$ cat config.mk
export PLATFORM = sky130hd
export DESIGN_NAME = bankmap_mersenne
export DESIGN_NICKNAME = d
export VERILOG_FILES = /design/src/rtl/bm_pkg.sv /design/src/rtl/bm_fold.sv /design/src/rtl/bm_reduce.sv /design/src/rtl/bm_stage.sv /design/src/rtl/bankmap_mersenne.sv
export SDC_FILE = /design/constraint.sdc
export NUM_CORES = 1
export LEC_CHECK = 0
export ABC_AREA = 1
export BUFFER_PORTS_ARGS = -buffer_cell sky130_fd_sc_hd__buf_2
export CAP_MARGIN = 40
export CORE_MARGIN = 2
export CORE_UTILIZATION = 54
export CTS_BUF_LIST = sky130_fd_sc_hd__clkbuf_2
export DETAILED_ROUTE_END_ITERATION = 7
export PLACE_DENSITY = 0.82
export SKIP_LAST_GASP = 1
export SLEW_MARGIN = 20
export SYNTH_ARGS = -nofsm -noshare
export SYNTH_HDL_FRONTEND = slang
export SYNTH_SLANG_ARGS = --single-unit
$ cat constraint.sdc
create_clock -name clk -period 8.1 [get_ports clk]
set_clock_uncertainty 0.2 [all_clocks]
set_input_delay 0.81 -clock clk [delete_from_list [all_inputs] [get_ports clk]]
set_output_delay 0.81 -clock clk [all_outputs]
set_load 0.01 [all_outputs]
$ cat src/rtl/bm_pkg.sv
package bm_pkg;

  // Residue of the single-bit value 2^k modulo (2^m - 1): 2^(k mod m).
  function automatic int unsigned bit_residue(input int unsigned k, input int unsigned m);
    return 32'd1 << (k % m);
  endfunction

  // Width needed to hold the sum of n residues each below 2^m.
  function automatic int unsigned sum_width(input int unsigned n, input int unsigned m);
    return m + $clog2(n + 1);
  endfunction

endpackage

$ cat src/rtl/bm_fold.sv
module bm_fold #(
  parameter int unsigned ADDR_W = 12,
  parameter int unsigned M      = 3,
  localparam int unsigned SUM_W = bm_pkg::sum_width(ADDR_W, M)
) (
  input  logic [ADDR_W-1:0] addr,
  output logic [SUM_W-1:0]  sum
);

  logic [SUM_W-1:0] term [ADDR_W];

  // One residue term per address bit.
  for (genvar k = 0; k < ADDR_W; k++) begin : g_term
    localparam logic [SUM_W-1:0] RES = SUM_W'(bm_pkg::bit_residue(k, M));
    assign term[k] = addr[k] ? RES : '0;
  end

  always_comb begin
    sum = '0;
    for (int k = 0; k < ADDR_W; k++) begin
      sum = sum + term[k];
    end
  end

endmodule

$ cat src/rtl/bm_reduce.sv
module bm_reduce #(
  parameter int unsigned SUM_W = 7,
  parameter int unsigned M     = 3,
  localparam int unsigned NPASS = SUM_W
) (
  input  logic [SUM_W-1:0] sum,
  output logic [M-1:0]     bank
);

  logic [SUM_W-1:0] stg [NPASS+1];
  logic [M-1:0]     low;

  assign stg[0] = sum;

  // Each pass adds the high part back onto the low M bits (2^M == 1 mod Nb).
  for (genvar p = 0; p < NPASS; p++) begin : g_pass
    assign stg[p+1] = SUM_W'(stg[p][M-1:0]) + (stg[p] >> M);
  end

  assign low  = stg[NPASS][M-1:0];
  // All ones equals Nb, which is congruent to zero.
  assign bank = (low == {M{1'b1}}) ? '0 : low;

endmodule

$ cat src/rtl/bm_stage.sv
module bm_stage #(
  parameter int unsigned DW = 7
) (
  input  logic          clk,
  input  logic          rst,
  input  logic          s_valid,
  output logic          s_ready,
  input  logic [DW-1:0] s_data,
  output logic          m_valid,
  input  logic          m_ready,
  output logic [DW-1:0] m_data
);

  assign s_ready = !m_valid || m_ready;

  always_ff @(posedge clk) begin
    if (rst) begin
      m_valid <= 1'b0;
    end else if (s_ready) begin
      m_valid <= s_valid;
    end
  end

  always_ff @(posedge clk) begin
    if (s_ready && s_valid) begin
      m_data <= s_data;
    end
  end

  // a waiting result is held
  p_hold_r6: assert property (@(posedge clk) disable iff (rst)
    (m_valid && !m_ready) |=> (m_valid && $stable(m_data)));

  // an accepted item is presented on the next cycle
  p_latency_r5: assert property (@(posedge clk) disable iff (rst)
    (s_valid && s_ready) |=> m_valid);

  // a result that is taken with no new input leaves the register empty
  p_drain_r7: assert property (@(posedge clk) disable iff (rst)
    (m_valid && m_ready && !s_valid) |=> !m_valid);

endmodule

$ cat src/rtl/bankmap_mersenne.sv
module bankmap_mersenne #(
  parameter int unsigned ADDR_W = 12,
  parameter int unsigned M      = 3,
  parameter int unsigned OFS_W  = 4,
  localparam int unsigned SUM_W = bm_pkg::sum_width(ADDR_W, M),
  localparam int unsigned DW    = M + OFS_W
) (
  input  logic              clk,
  input  logic              rst,
  input  logic              in_valid,
  output logic              in_ready,
  input  logic [ADDR_W-1:0] in_addr,
  output logic              out_valid,
  input  logic              out_ready,
  output logic [M-1:0]      out_bank,
  output logic [OFS_W-1:0]  out_offset
);

  logic [SUM_W-1:0] res_sum;
  logic [M-1:0]     bank_c;
  logic [DW-1:0]    q_data;

  bm_fold #(.ADDR_W(ADDR_W), .M(M)) u_fold (
    .addr (in_addr),
    .sum  (res_sum)
  );

  bm_reduce #(.SUM_W(SUM_W), .M(M)) u_reduce (
    .sum  (res_sum),
    .bank (bank_c)
  );

  bm_stage #(.DW(DW)) u_stage (
    .clk     (clk),
    .rst     (rst),
    .s_valid (in_valid),
    .s_ready (in_ready),
    .s_data  ({bank_c, in_addr[OFS_W-1:0]}),
    .m_valid (out_valid),
    .m_ready (out_ready),
    .m_data  (q_data)
  );

  assign out_bank   = q_data[DW-1:OFS_W];
  assign out_offset = q_data[OFS_W-1:0];

  // the all-ones code never leaves the block
  p_bank_range_r2: assert property (@(posedge clk) disable iff (rst)
    out_valid |-> (out_bank != {M{1'b1}}));

  // the offset is the low bits of the address accepted one cycle earlier
  p_offset_r3: assert property (@(posedge clk) disable iff (rst)
    (in_valid && in_ready) |=> (out_offset == $past(in_addr[OFS_W-1:0])));

endmodule

[After elaboration in Yosys (flattened, before gate mapping)]
Index checks and enable logic that the tools add are counted.
Word-level totals
  register bits: 8
  bits in latches: 0
  bits in writable memories: 0
  memory bits (read-only): 0
  input bits: 16
  output and inout port bits: 9
  logic and storage cells: 37
  memories: 0
Cells by class
  add/subtract/negate cells: 18
  multiply operators: 0
  div/mod/pow operators: 0
  magnitude comparators: 0
  equal/unequal tests: 1
  shift-type cells: 0
  multiplexer cells: 12
  bitwise gates (word level): 0
  reduce and logical (&&, ||, !) cells: 3
Operators by type and width (count)
  $add 7x7->7: 11
  $add 3x4->5: 5
  $mux 3: 4
  $mux 2: 4
  $add 3x2->4: 1
  $mux 1: 4
  $add 3x2->3: 1
  $eq 3x3->1 const B: 1
  $logic_and 1x1->1: 1
  $logic_not 1->1: 1
  $logic_or 1x1->1: 1

[Depth between registers and ports, before layout]
  depth in word-level cells: 20
  mapped depth: 33
  depth with buffers taken out: 33

[By module]
Synthesis repeated with hierarchy kept, for this count alone.
Unflattened totals
  cells, all modules: 108
  area, all modules: 1053.5 sq um
By module, submodules not included
  bm_reduce: times used 1, cells an instance 72, area an instance 561.8 sq um, seq. area each 0.0 sq um
  bm_stage: times used 1, cells an instance 13, area an instance 257.7 sq um, seq. area each 230.2 sq um
  bm_fold: times used 1, cells an instance 23, area an instance 234.0 sq um, seq. area each 0.0 sq um

[Worst setup path before layout]
OpenSTA, ideal clock, no wires.
  kind: input port to flip-flop
  from: input port in_addr[1]
  to: register u_stage.m_data[5] (data pin)
  setup time: 0.249 ns
  arrival: 5.639 ns
  required time: 7.651 ns
  path slack: 2.011 ns
  cell stages on the path: 30
  path buffers: 0
  cells stage by stage: inv_1 > fa_1 > inv_1 > fa_1 > ha_1 > fa_1 > xor2_1 > ha_1 > fa_1 > inv_1 > nand2_1 > a21oi_1 > ha_1 > ha_1 > inv_1 > nand3_1 > a21oi_1 > ha_1 > ha_1 > inv_1 > nand3_1 > a21oi_1 > ha_1 > ha_1 > xor2_1 > inv_1 > nand3_2 > nand3_2 > nand2_1 > inv_1
Between the ends
  longest elaborated chain between the ends: 20
RTL lines
  start, declared: line bankmap_mersenne.sv:12  | input logic [ADDR_W-1:0] in_addr,
  $mux 2 *: line bm_fold.sv:15  | assign term[k] = addr[k] ? RES : '0;
  $add 7x7->7 * (11 in a row): line bm_fold.sv:21  | sum = sum + term[k];
  $add 3x4->5 * (4 in a row): line bm_reduce.sv:17  | assign stg[p+1] = SUM_W'(stg[p][M-1:0]) + (stg[p] >> M);
  $add 3x2->4 *: line bm_reduce.sv:17
  $add 3x4->5 *: line bm_reduce.sv:17
  $add 3x2->3 *: line bm_reduce.sv:17
  $eq 3x3->1: line bm_reduce.sv:22  | assign bank = (low == {M{1'b1}}) ? '0 : low;
  end signal, assigned: line bm_stage.sv:26  | m_data <= s_data;
  end, declared: line bm_stage.sv:11  | output logic [DW-1:0] m_data
Mark *: on every way between the ends. The rest lies on a longest branch, timed or not.
A chain may end at the register's enable or synchronous reset.

[Worst setup path after layout]
Same ends and word-level chain as after synthesis.

==> impl_metrics.ini <==
[status]
outcome = finished, final reports clean

[clock_network]
htree_num_levels = 1
numCtsBuffers = 3
clock_sinks = 8
cts_setup_buffers = 0
hold_buffers = 0
clk_latency_ns = 0.23
cts-root-buf = clkbuf_2
clk_path_buf_depth = 2
tritoncts = built
clk_pin_slew_worst_paths_ns = 0.07
ctsResizeCount = 0

[grt]
grt_pass1_vias = 719
grt_pass1_wl_um = 2663
grt_use_total_pct = 18.16
overflow = 0
grt_max_degree = 8
antenna_found_initial = 0

[finish]
final_cells = 140
areaGrowthSynthToFinish_pct = 17.32
antenna_cells = 0
nNetsFinal = 166
drive_gt1_share_pct = 33.87

[sta]
finalSetupViolations = 0
relSlewSlack_pct = 54.37
maxSlewViolCount = 0
finalHoldViolations = 0
rsz0062_at_grt = false
finalCriticalPeriod_ns = 6.266
finalSetupTns_ns = 0
max_freq_mhz = 159.6
tightest_slew_ns = 0.6844
post-route-period-util_pct = 77.36

[floorplan]
io_pins = 25
die-area_mm2 = 0.002059
die_x_um = 45.38
rows = 14
start_util_pct = 59.31
core_area_mm2 = 0.001559
die_height_um = 45.38

[drt]
vias = 713
wire_per_inst_um = 11.33
drt-pass1-iter-count = 4
antenna_left = 0
via_per_inst = 5.093
drc = 0
wirelength_um = 1586
drtIter0Drc = 3

[hold_path]
hp-class = reg -> reg

[power]
p_switching_uw = 153.4
seqPwrFrac_pct = 19.7
intPower_uw = 170.4
p_per_area_mw_per_mm2 = 298.5
p_leak_nw = 0.5688
swShare_pct = 47.38
ir_drop_mv = 0.2133
p_clk_share_pct = 8.5
power.share.combinational_pct = 71.8

[worst_setup_path]
critical_path_buf_inv_count = 8
path_max_fanout = 3
critical-path-top-delay-family = adder cells
required_ns = 7.90
max_stage_delay_ns = 0.53
end_kind = flip-flop
path_class = in -> reg
cp_slowest_cell = fa_1
cp-start-kind = input pin
crit_top_cell = ha_1
worstPathArrival_ns = 6.06

[synthesis]
yosysTopAreaCellShare_pct = 24.36
synth_nets = 137
ys_types = 15
synth_edf_count = 7
netlist_top_cells_area = ha_1 (24%), edfxtp_1 (23%), fa_1 (15%), nand3_2 (6.5%), nand2_1 (6.5%)
async_flop_share_pct = 0
syn-instance-count = 96
ys_seq_area_share_pct = 24.90
synthesis.area_um2 = 924.6
yosysWarnings = 0
ys.flop_type = edfxtp_1
synth_seq_cells = 8
synth.most_common_cell = ha_1
syn_avg_cell_area_um2 = 9.632
synthTopCellsByCount = ha_1 (18), nand2_1 (16), inv_1 (15)
synth_top_area_cell = ha_1

[placement]
globalplace.congestion = 0.6839
port_buffers = 24
place_inst = 136
dp_hpwl_um = 1494

[run]
max_cap_violations = 0
## power groups by stage
stage | Sequential [mW] | Combinational [mW] | Clock [mW]
final | 0.0637 | 0.233 | 0.0275
after global routing | 0.0644 | 0.272 | 0.0317
after CTS | 0.0637 | 0.240 | 0.0291
after detailed placement | 0.0646 | 0.239 | 0
after global placement | 0.0646 | 0.224 | 0
after floorplan | 0.0708 | 0.179 | 0
## final timing paths
path | cells after the start | start | end | slack, ns
max reg2reg | 1 | u_stage.m_valid | u_stage.m_data[5] | 6.64
max | 31 | in_addr[1] | u_stage.m_data[5] | 1.83
min | 2 | u_stage.m_valid | u_stage.m_valid | 0.30
min reg2reg | 2 | u_stage.m_valid | u_stage.m_valid | 0.30
## cells in the final DEF (no fill, tap or decap)
master,n
nand3_2,6
nand3_1,5
inv_2,1
edfxtp_1,7
fa_1,7
buf_2,24
clkbuf_2,4
nand3_4,1
nand2_1,16
nor2_1,4
dfxtp_1,1
nand2_2,5
a21oi_1,7
clkinvlp_4,1
xor2_1,2
ha_1,18
inv_1,15
## layer usage
| layer | GRT usage, % | wire length, um | vias to the layer above |
|---|---|---|---|
| li1 | - | - | 370 |
| met1 | 17.26 | 562 | 327 |
| met5 | 0 | 0 | - |
| met2 | 36.62 | 981 | 16 |
| met4 | 5.294 | 0 | 0 |
| met3 | 4.762 | 42 | 0 |
## cell type report
cell class,instances,area (um^2)
fillers,121,474.2
well taps,16,20.02
clock buffers,4,20.02
inverters,17,67.56
multi-input cells,71,626.9
flip-flops and latches,8,230.2
repair buffers,24,120.1
## sequential cells by signal, indices dropped and copies added, names as in the netlist
register / count
u_stage.m_data: 7
u_stage.m_valid: 1
## cell families after synthesis
logic type | count (synthesis) | synth area share (%)
AND/OR/NAND/NOR | 37 | 22.60
adder cells (fa/ha/maj) | 25 | 39.51
buffers and inverters | 17 | 7.307
AO/OA/AOI/OAI | 7 | 3.789
XOR/XNOR | 2 | 1.895
flip-flops | 8 | 24.90
## per-stage QoR
stage	setup slack, ns	instance area, um^2	hold WS, ns	total power [mW]	utilization [%]
final	1.834	1085	0.3007	0.3238	69.58
after detailed placement	1.527	1065	0.2886	0.3036	68.30
after global placement	1.690	1065	0.2722	0.2888	68.30
after global routing	1.367	1085	0.3347	0.3678	69.58
after floorplan	2.011	924.6	0.3770	0.2501	-
after CTS	1.787	1085	0.2990	0.3323	69.58
Power figures use the tool's default switching activity.
